$ cat src/rtl/uart_tx_brk.sv
module uart_tx_brk #(
  parameter int REG_W = 16,
  parameter int DIV_W = 13,
  parameter int OVS   = 16
) (
  input  logic             clk,
  input  logic             rst_n,
  input  logic [REG_W-1:0] baud_div,
  input  logic             tx_en,
  input  logic             nine_bit,
  input  logic             par_en,
  input  logic             par_odd,
  input  logic             brk_req,
  input  logic             brk_long,
  input  logic [7:0]       wr_data,
  input  logic             wr_bit8,
  input  logic             stat_rd,
  input  logic             data_wr,
  input  logic             empty_ie,
  input  logic             done_ie,
  output logic             txd,
  output logic             hold_empty,
  output logic             tx_done,
  output logic             irq
);

  localparam int CNT_W = DIV_W + $clog2(OVS) + 1;
  localparam int FRM_W = 14;
  localparam int LEN_W = $clog2(FRM_W + 1);

  logic [DIV_W-1:0] div;
  logic [CNT_W-1:0] cnt, last;
  logic             tick;
  logic             unused_hi;

  assign div       = baud_div[DIV_W-1:0];
  assign unused_hi = ^baud_div[REG_W-1:DIV_W];
  assign last      = CNT_W'(div) * CNT_W'(OVS) - CNT_W'(1);
  assign tick      = (div != '0) && (cnt >= last);

  always_ff @(posedge clk or negedge rst_n)
    if (!rst_n)                cnt <= '0;
    else if (!tx_en || tick)   cnt <= '0;
    else                       cnt <= cnt + CNT_W'(1);

  logic             busy, pre_pend, en_q, full, arm_e, arm_d, tc_q;
  logic [FRM_W-1:0] sh, frm;
  logic [LEN_W-1:0] left, flen, blen;
  logic [7:0]       hold_d;
  logic             hold_b8, par, slot_free, job_start, quiet;

  always_comb begin
    frm      = '1;
    frm[0]   = 1'b0;
    frm[8:1] = hold_d;
    par      = ^hold_d ^ (nine_bit & hold_b8) ^ par_odd;
    if (nine_bit) begin
      frm[9] = hold_b8;
      if (par_en) frm[10] = par;
    end else if (par_en) begin
      frm[9] = par;
    end
  end

  assign flen = LEN_W'(10) + LEN_W'(nine_bit) + LEN_W'(par_en);
  assign blen = (brk_long ? LEN_W'(13) : LEN_W'(10)) + LEN_W'(nine_bit);

  assign slot_free = !busy || (left == LEN_W'(1));
  assign job_start = tx_en && tick && slot_free && (pre_pend || brk_req || full);
  assign quiet     = !full && !busy && !pre_pend;

  always_ff @(posedge clk or negedge rst_n) begin
    if (!rst_n) begin
      busy     <= 1'b0;
      sh       <= '1;
      left     <= '0;
      pre_pend <= 1'b0;
      en_q     <= 1'b0;
      full     <= 1'b0;
      hold_d   <= '0;
      hold_b8  <= 1'b0;
      arm_e    <= 1'b0;
      arm_d    <= 1'b0;
      tc_q     <= 1'b1;
    end else begin
      en_q <= tx_en;

      if (stat_rd) begin
        if (!full) arm_e <= 1'b1;
        if (tc_q)  arm_d <= 1'b1;
      end
      if (data_wr) begin
        arm_e <= 1'b0;
        arm_d <= 1'b0;
        if (arm_e) begin
          full    <= 1'b1;
          hold_d  <= wr_data;
          hold_b8 <= wr_bit8;
        end
      end

      if (data_wr && (arm_e || arm_d)) tc_q <= 1'b0;
      else if (job_start)              tc_q <= 1'b0;
      else if (quiet)                  tc_q <= 1'b1;

      if (!tx_en) begin
        busy     <= 1'b0;
        pre_pend <= 1'b0;
      end else begin
        if (!en_q) pre_pend <= 1'b1;
        if (tick) begin
          if (busy && left != LEN_W'(1)) begin
            sh   <= {1'b1, sh[FRM_W-1:1]};
            left <= left - LEN_W'(1);
          end else if (pre_pend) begin
            sh       <= '1;
            left     <= flen;
            busy     <= 1'b1;
            pre_pend <= 1'b0;
          end else if (brk_req) begin
            sh   <= '0;
            left <= blen;
            busy <= 1'b1;
          end else if (full) begin
            sh   <= frm;
            left <= flen;
            busy <= 1'b1;
            full <= 1'b0;
          end else begin
            busy <= 1'b0;
          end
        end
      end
    end
  end

  assign txd        = !busy || sh[0];
  assign hold_empty = !full;
  assign tx_done    = tc_q;
  assign irq        = (empty_ie && !full) || (done_ie && tc_q);

endmodule


$ cat config.mk
export PLATFORM = sky130hd
export DESIGN_NAME = uart_tx_brk
export DESIGN_NICKNAME = d
export VERILOG_FILES = /design/src/rtl/uart_tx_brk.sv
export SDC_FILE = /design/constraint.sdc
export NUM_CORES = 1
export LEC_CHECK = 0
export ABC_AREA = 1
export CAP_MARGIN = 20
export CORE_ASPECT_RATIO = 1.2
export CORE_MARGIN = 1.5
export CORE_UTILIZATION = 27
export CTS_BUF_LIST = sky130_fd_sc_hd__clkbuf_8
export CTS_CLUSTER_DIAMETER = 30
export DETAILED_ROUTE_END_ITERATION = 10
export MAX_ROUTING_LAYER = met4
export PLACE_DENSITY = 0.52
export SLEW_MARGIN = 0
export SYNTH_ARGS = -nofsm -noshare
export SYNTH_HDL_FRONTEND = slang
export SYNTH_SLANG_ARGS = --single-unit
$ cat constraint.sdc
create_clock -name clk -period 2.4 [get_ports clk]
set_clock_uncertainty 0.1 [all_clocks]
set_input_delay 0.6 -clock clk [delete_from_list [all_inputs] [get_ports clk]]
set_output_delay 0.6 -clock clk [all_outputs]
set_load 0.1 [all_outputs]
== Yosys cells after proc, flatten, opt, wreduce, memory -nomap -nowiden ==
Cells that the tools add are included.

* Logic and storage cells: 100
* Input port bits: 37
* Register bits after elaboration: 52

* Add/sub/neg operators: 6
* Muxes and demuxes: 41
* Reductions and logical operators: 32
* Order comparisons: 1
* Eq/ne operators: 5
* Bitwise gates (word level): 3

{| class="wikitable"
|+ Operator list
! operator !! count
|-
| two-way mux 14 bit || 4
|-
| two-way mux 1 bit || 31
|-
| adder 18 x 1 -> 18 bit (second input constant) || 1
|-
| >= comparator 18 bit || 1
|-
| two-way mux 18 bit || 1
|-
| subtractor 17 x 1 -> 18 bit (second input constant) || 1
|-
| two-way mux 4 bit || 4
|-
| nonzero test 13 bit || 1
|-
| logical AND 1 bit || 10
|-
| adder 4 x 1 -> 4 bit || 2
|-
| AND reduction 2 bit || 4
|-
| XOR reduction 8 bit || 1
|-
| logical OR 1 bit || 7
|-
| adder 4 x 1 -> 4 bit (first input constant) || 1
|-
| == test 4 x 1 -> 1 bit (second input constant) || 1
|-
| zero test 1 bit || 4
|-
| inequality test 2 bit (second input constant) || 2
|-
| inequality test 4 x 1 -> 1 bit (second input constant) || 1
|-
| nonzero test 2 bit || 2
|-
| nonzero test 4 bit || 1
|-
| subtractor 4 x 1 -> 4 bit (second input constant) || 1
|-
| two-way mux 3 bit || 1
|-
| AND reduction 3 bit || 1
|-
| nonzero test 3 bit || 1
|-
| 3 further kinds || 4
|}

== Logic depth before layout (Yosys ltp) ==
* Depth after elaboration: 9
* Depth in mapped cells: 17

== Least setup slack after synthesis ==
Ideal clock, no wire load.

* Kind: input port to flip-flop
* Start point: input baud_div[2]
* End point: register left[0]
* Setup time: 0.128 ns
* Path buffers: 1
* Cell stages on the path: 16
* Data required time: 2.172 ns
* Slack: -0.441 ns
* Arrival time: 2.613 ns
* Path through: nor2_1 > nand2_1 > nor3_1 > nand3_1 > nor2_1 > nand3b_1 > ha_1 > nand2_1 > nor2_1 > and2_1 > nand3b_1 > nand3_2 > nand3_2 > buf_4 > nand2_1 > o21ai_0

* Word-level cells in the longest chain between the ends: 4
* Elaborated cells on any way between the ends: 5
* Those cells by class: add/sub: 1; order compare: 1; reduce/logical: 3

{| class="wikitable"
|+ RTL lines
! element !! line !! text
|-
| start: declaration || 8 || <nowiki>input logic [REG_W-1:0] baud_div,</nowiki>
|-
| subtractor 17 x 1 -> 18 bit || 38 || <nowiki>assign last = CNT_W'(div) * CNT_W'(OVS) - CNT_W'(1);</nowiki>
|-
| >= comparator 18 bit || 39 || <nowiki>assign tick = (div != '0) && (cnt >= last);</nowiki>
|-
| logical AND 1 bit * || 39 ||
|-
| AND reduction 3 bit (no line) * || n/a ||
|-
| end signal: assignment || 114 || <nowiki>left <= left - LEN_W'(1);</nowiki>
|-
| end signal: assignment || 117 || <nowiki>left <= flen;</nowiki>
|-
| end signal: assignment || 122 || <nowiki>left <= blen;</nowiki>
|-
| end: declaration || 48 || <nowiki>logic [LEN_W-1:0] left, flen, blen;</nowiki>
|}

Mark *: on every way between the ends. The rest lies on a longest branch, timed or not.
A chain may end at the register's enable or synchronous reset.

== Worst setup path after layout ==
* Start point: input baud_div[9]
* End point: register cnt[10]

* Word-level cells in the longest chain between the ends: 5
* Elaborated cells on any way between the ends: 6
* Those cells by class: add/sub: 1; order compare: 1; mux: 1; reduce/logical: 3

{| class="wikitable"
|+ RTL lines
! element !! line !! text
|-
| subtractor 17 x 1 -> 18 bit || 38 ||
|-
| >= comparator 18 bit || 39 ||
|-
| logical AND 1 bit * || 39 ||
|-
| logical OR 1 bit * || 43 || <nowiki>else if (!tx_en || tick) cnt <= '0;</nowiki>
|-
| two-way mux 18 bit * || 43 ||
|-
| end signal: assignment || 44 || <nowiki>else cnt <= cnt + CNT_W'(1);</nowiki>
|-
| end: declaration || 32 || <nowiki>logic [CNT_W-1:0] cnt, last;</nowiki>
|}

Marked as above.

==> tab_implementation.tex <==
\begin{tabular}{lr}
\hline
Metric & Value \\
\hline
\multicolumn{2}{l}{\textbf{Die}} \\
Die H & 125.9 um \\
Die Footprint & $\sim$13000 um\^{}2 \\
Overall die width & $\sim$110 um \\
Initial cell density of the core & approximately 28\% \\
Area of the core & around 12000 um\^{}2 \\
Number of ports placed on the die boundary & between 40 and 50 \\
Row count & 44 \\
\multicolumn{2}{l}{\textbf{Final layout}} \\
Net count of the finished layout & 592 \\
Final std cells w/o fill & between 600 and 700 \\
Relative area change from synthesis to final layout & 47.85\% \\
Post-Layout Inst Area & 5026 um\^{}2 \\
Layout cells sized above 1 & 32.21\% \\
Number of inserted diodes & 0 \\
\multicolumn{2}{l}{\textbf{Pwr}} \\
Power per cell area & approximately 530 nW/um\^{}2 \\
Leakage Power & 2.358 nW \\
Final Power & $\sim$2.7 mW \\
Maximum ir drop on the vdd rail & $\sim$0.31 mV \\
\multicolumn{2}{l}{\textbf{Worst setup path}} \\
Instance count on the critical path & 15 \\
Slowest cell on crit path & sky130\_fd\_sc\_hd\_\_ha\_1 \\
Worst setup path startpoint & baud\_div[9] \\
Beginning of the worst register-to-register path & cnt[0]\$\_DFF\_PN0\_ \\
Largest fanout on the critical path & 6 \\
Capture point of the worst reg-to-reg path & cnt[12]\$\_DFF\_PN0\_ \\
Ordered list of cells on the worst path & buf\_6 -> or2\_4 -> nor3\_4 -> nand4\_1 -> xor2\_1 -> ha\_1 -> nand2\_2 -> nor2\_2 -> buf\_4 -> a21oi\_4 -> nand3\_4 -> buf\_6 -> nand2\_8 -> nand2\_8 -> nor3b\_4 \\
Worst setup path endpoint & cnt[10]\$\_DFF\_PN0\_ \\
Delay of the slowest cell on the worst path & roughly 0.31 ns \\
Type of origin of the critical path & input port \\
Worst reg2reg setup slack & roughly 0.030 ns \\
Data arrival, critical path & about 2.9 ns \\
Buf/Inv on CP & 3 \\
Setup Crit Path Kind & input port to flip-flop \\
Path depth of the worst reg2reg path & 12 \\
CP delay by family, top & simple AND/OR/NAND/NOR gates \\
Worst endpoint required time & between 2 and 3 ns \\
CP endpoint kind & flip-flop \\
\multicolumn{2}{l}{\textbf{STA}} \\
Post-layout minimum cycle time & 2.788 ns \\
Worst setup margin & -0.3882 ns \\
Unrepaired setup endpoints after global routing & true \\
Portion of the clock cycle consumed by the worst path in the final layout & 116.2\% \\
Slew of the pin with the lowest slew margin & approximately 0.46 ns \\
Max-slew headroom at the worst pin & approximately 69\% \\
Number of pins exceeding their max-slew limit in the final report & 0 \\
Fmax & between 300 and 400 MHz \\
Setup-failing EPs final & 40 \\
Fin. Hold Viols & 0 \\
\multicolumn{2}{l}{\textbf{Placement}} \\
Routability Congestion & 0.8418 \\
Number of I/O port buffers & 37 \\
Cell count after placement & $\sim$660 \\
Placed cell areas & $\sim$4300 um\^{}2 \\
Sum of net half-perimeters after detailed placement & 6353 um \\
Worst setup timing slack at the placement stage & -1.078 ns \\
\multicolumn{2}{l}{\textbf{Clock network}} \\
Number of buffers on the longest clock path & 2 \\
CTS buffer count & 5 \\
Clock-pin slew reported for the worst setup and hold paths after clock tree synthesis & 0.10 ns \\
TritonCTS clock tree & built \\
Depth of the CTS H-tree & 2 \\
CTS sink count & 52 \\
Clock latency of the later-clocked register in the worst-skew pair & between 0.3 and 0.4 ns \\
Clock root buffer & sky130\_fd\_sc\_hd\_\_clkbuf\_8 \\
\multicolumn{2}{l}{\textbf{Synth}} \\
Leading post-synthesis cells by cell area & sky130\_fd\_sc\_hd\_\_dfrtp\_1 (27\%), sky130\_fd\_sc\_hd\_\_nand2\_1 (13\%), sky130\_fd\_sc\_hd\_\_dfstp\_2 (12\%) \\
Post-Syn Area & around 3400 um\^{}2 \\
Cell count after synthesis & $\sim$440 \\
Leading post-synthesis cells by instance count & sky130\_fd\_sc\_hd\_\_nand2\_1 (114), sky130\_fd\_sc\_hd\_\_inv\_1 (50), sky130\_fd\_sc\_hd\_\_nor2\_1 (45), sky130\_fd\_sc\_hd\_\_dfrtp\_1 (37), sky130\_fd\_sc\_hd\_\_o21ai\_0 (30) \\
Most used flip-flop cell after synthesis & sky130\_fd\_sc\_hd\_\_dfrtp\_1 \\
Number of synthesized flops with an enable pin & 0 \\
Library cell with the highest instance count after synthesis & sky130\_fd\_sc\_hd\_\_nand2\_1 \\
Ys async rst share & 100.0\% \\
Area share of the largest cell type after synthesis & a little over a quarter \\
Register bit total from synthesis & 52 \\
Count of distinct cell types in the synthesized netlist & 37 \\
Part of the Yosys area used for sequential elements & 38.83\% \\
Mean instance size in the synthesized netlist & between 7 and 8 um\^{}2 \\
Cell taking the most area after synthesis & sky130\_fd\_sc\_hd\_\_dfrtp\_1 \\
Post-Syn Nets & 500 \\
Yosys Warn Count & 0 \\
\multicolumn{2}{l}{\textbf{Global routing}} \\
Total routing resource utilization after global routing & roughly 14\% \\
Number of antenna violations at the first check in global routing & 0 \\
Wire length of the first global-routing pass & roughly 15000 um \\
Global route overflow & 0 \\
Number of global-route vias before repair & 3190 \\
Largest net degree at the start of global routing & 53 \\
\multicolumn{2}{l}{\textbf{Routing}} \\
Count of antenna-violating nets left after detailed routing & 0 \\
Iteration-0 DRC count of the detailed router & approximately 100 \\
DRC violation count after routing & 0 \\
Via-per-instance ratio & around 4.7 \\
Total via count in the routed design & 3235 \\
Router iterations before antenna repair & 4 \\
DRT Wirelength & 9113 um \\
Mean routed wirelength per cell & roughly 13 um \\
\multicolumn{2}{l}{\textbf{Run status}} \\
Result of the run & finished, violations left \\
Violations in the final reports & negative setup slack \\
\multicolumn{2}{l}{\textbf{Flow run}} \\
Max-capacitance violation count & 0 \\
\multicolumn{2}{l}{\textbf{Hold path}} \\
Worst Hold Class & input port to asynchronous set/reset pin \\
\hline
\end{tabular}
[worst min path at each step]
| stage | startpoint | to | slack [ns] | cells past startpoint |
|---|---|---|---|---|
| 4_1_cts | rst_n | cnt[5]$_DFF_PN0_ | 0.18 | 2 |
| 5_1_grt | rst_n | cnt[14]$_DFF_PN0_ | 0.19 | 2 |
| 3_3_place_gp | sh[12]$_DFFE_PN1P_ | sh[12]$_DFFE_PN1P_ | 0.35 | 2 |
| 2_1_floorplan | rst_n | arm_d$_DFFE_PN0P_ | 0.20 | 0 |
| 3_5_place_dp | sh[12]$_DFFE_PN1P_ | sh[12]$_DFFE_PN1P_ | 0.36 | 2 |
| 6_report | rst_n | left[2]$_DFFE_PN0P_ | 0.15 | 2 |
[registers in the layout, summed over array words and instances (netlist names)]
register / count
arm_d: 1
sh: 14
tx_done: 1
arm_e: 1
en_q: 1
left: 4
full: 1
cnt: 18
pre_pend: 1
busy: 1
hold_b8: 1
hold_d: 8
[layout by cell type (no fill, tap or decap), drive strengths merged]
| cell | count |
|---|---|
| o21ai | 32 |
| clkdlybuf4s50 | 21 |
| nor3 | 12 |
| or2 | 5 |
| ha | 22 |
| a31oi | 1 |
| inv | 49 |
| nor2 | 48 |
| nand2 | 119 |
| buf | 65 |
| nor3b | 4 |
| dlygate4sd2 | 1 |
| xor2 | 12 |
| dfrtp | 37 |
| dfstp | 15 |
| xnor2 | 12 |
| a21oi | 16 |
| bufinv | 1 |
| clkinvlp | 1 |
| clkbuf | 5 |
| mux2 | 1 |
| o211ai | 1 |
| nand3b | 2 |
| mux2i | 8 |
| nand4 | 6 |
| nand3 | 30 |
| a22o | 1 |
| clkinv | 3 |
| nor4 | 2 |
| and2 | 1 |
| clkdlybuf4s15 | 1 |
[worst register-to-register path, delay by kind of cell, from the launching register on]
family        cells  cell delay (ns)
simple gates      8             0.99
flops             1             0.43
fa+ha+maj         1             0.28
buf+inv           2             0.25
xor+xnor          1             0.23
[kinds of logic after synthesis]
kind of cell,Yosys count,synth area share [%]
AOI/OAI and AO/OA,51,7.729
DFF,52,38.83
xor gates and xnor gates,24,6.183
adders and majority gates,22,8.097
buffers and inverters,58,6.993
and+or+nand+nor,225,29.48
muxes,9,2.687
[metrics by stage]
step / hold WS [ns] / setup TNS [ns] / utilization [%]
floorplan: 0.2044 / -9.418 / -
global placement: 0.3534 / -36.48 / 35.05
detailed placement: 0.3553 / -39.57 / 35.05
CTS: 0.1806 / -10.77 / 39.84
global route: 0.1926 / -16.87 / 41.31
finish: 0.1545 / -12.61 / 41.31
[what timing repair did]
action                                  4_1_cts  5_1_grt
setup buffers                                15        3
endpoints found under the setup margin       40       40
gates cloned                                  6        1
hold buffers                                  0        0
resized for setup                           113       42
pin swaps                                    34       26
[power breakdown]
group | total [mW] | internal [mW] | leakage [nW] | switching [mW]
Combinational | 0.896 | 0.370 | 1.68 | 0.526
Sequential | 1.13 | 1.02 | 0.624 | 0.104
Clock | 0.636 | 0.315 | 0.0583 | 0.321
Total | 2.66 | 1.71 | 2.36 | 0.951
[final cells by class]
| class | instances | area, um^2 |
|---|---|---|
| clock inverter | 3 | 47.55 |
| multi-input combinational | 335 | 2336 |
| sequential | 52 | 1320 |
| inverter | 51 | 195.2 |
| clock buffer | 5 | 68.82 |
| tap | 161 | 201.4 |
| fill | 1204 | 7141 |
| timing repair buffer | 88 | 857.1 |
[per-layer routing]
metal | global-route usage, % | routed length, um
met1 | 15.12 | 3695
met3 | 1.863 | 230
met2 | 26.34 | 4995
met4 | 4.674 | 192
met5 | - | 0
No activity file was read; power rests on OpenSTA's default activity.
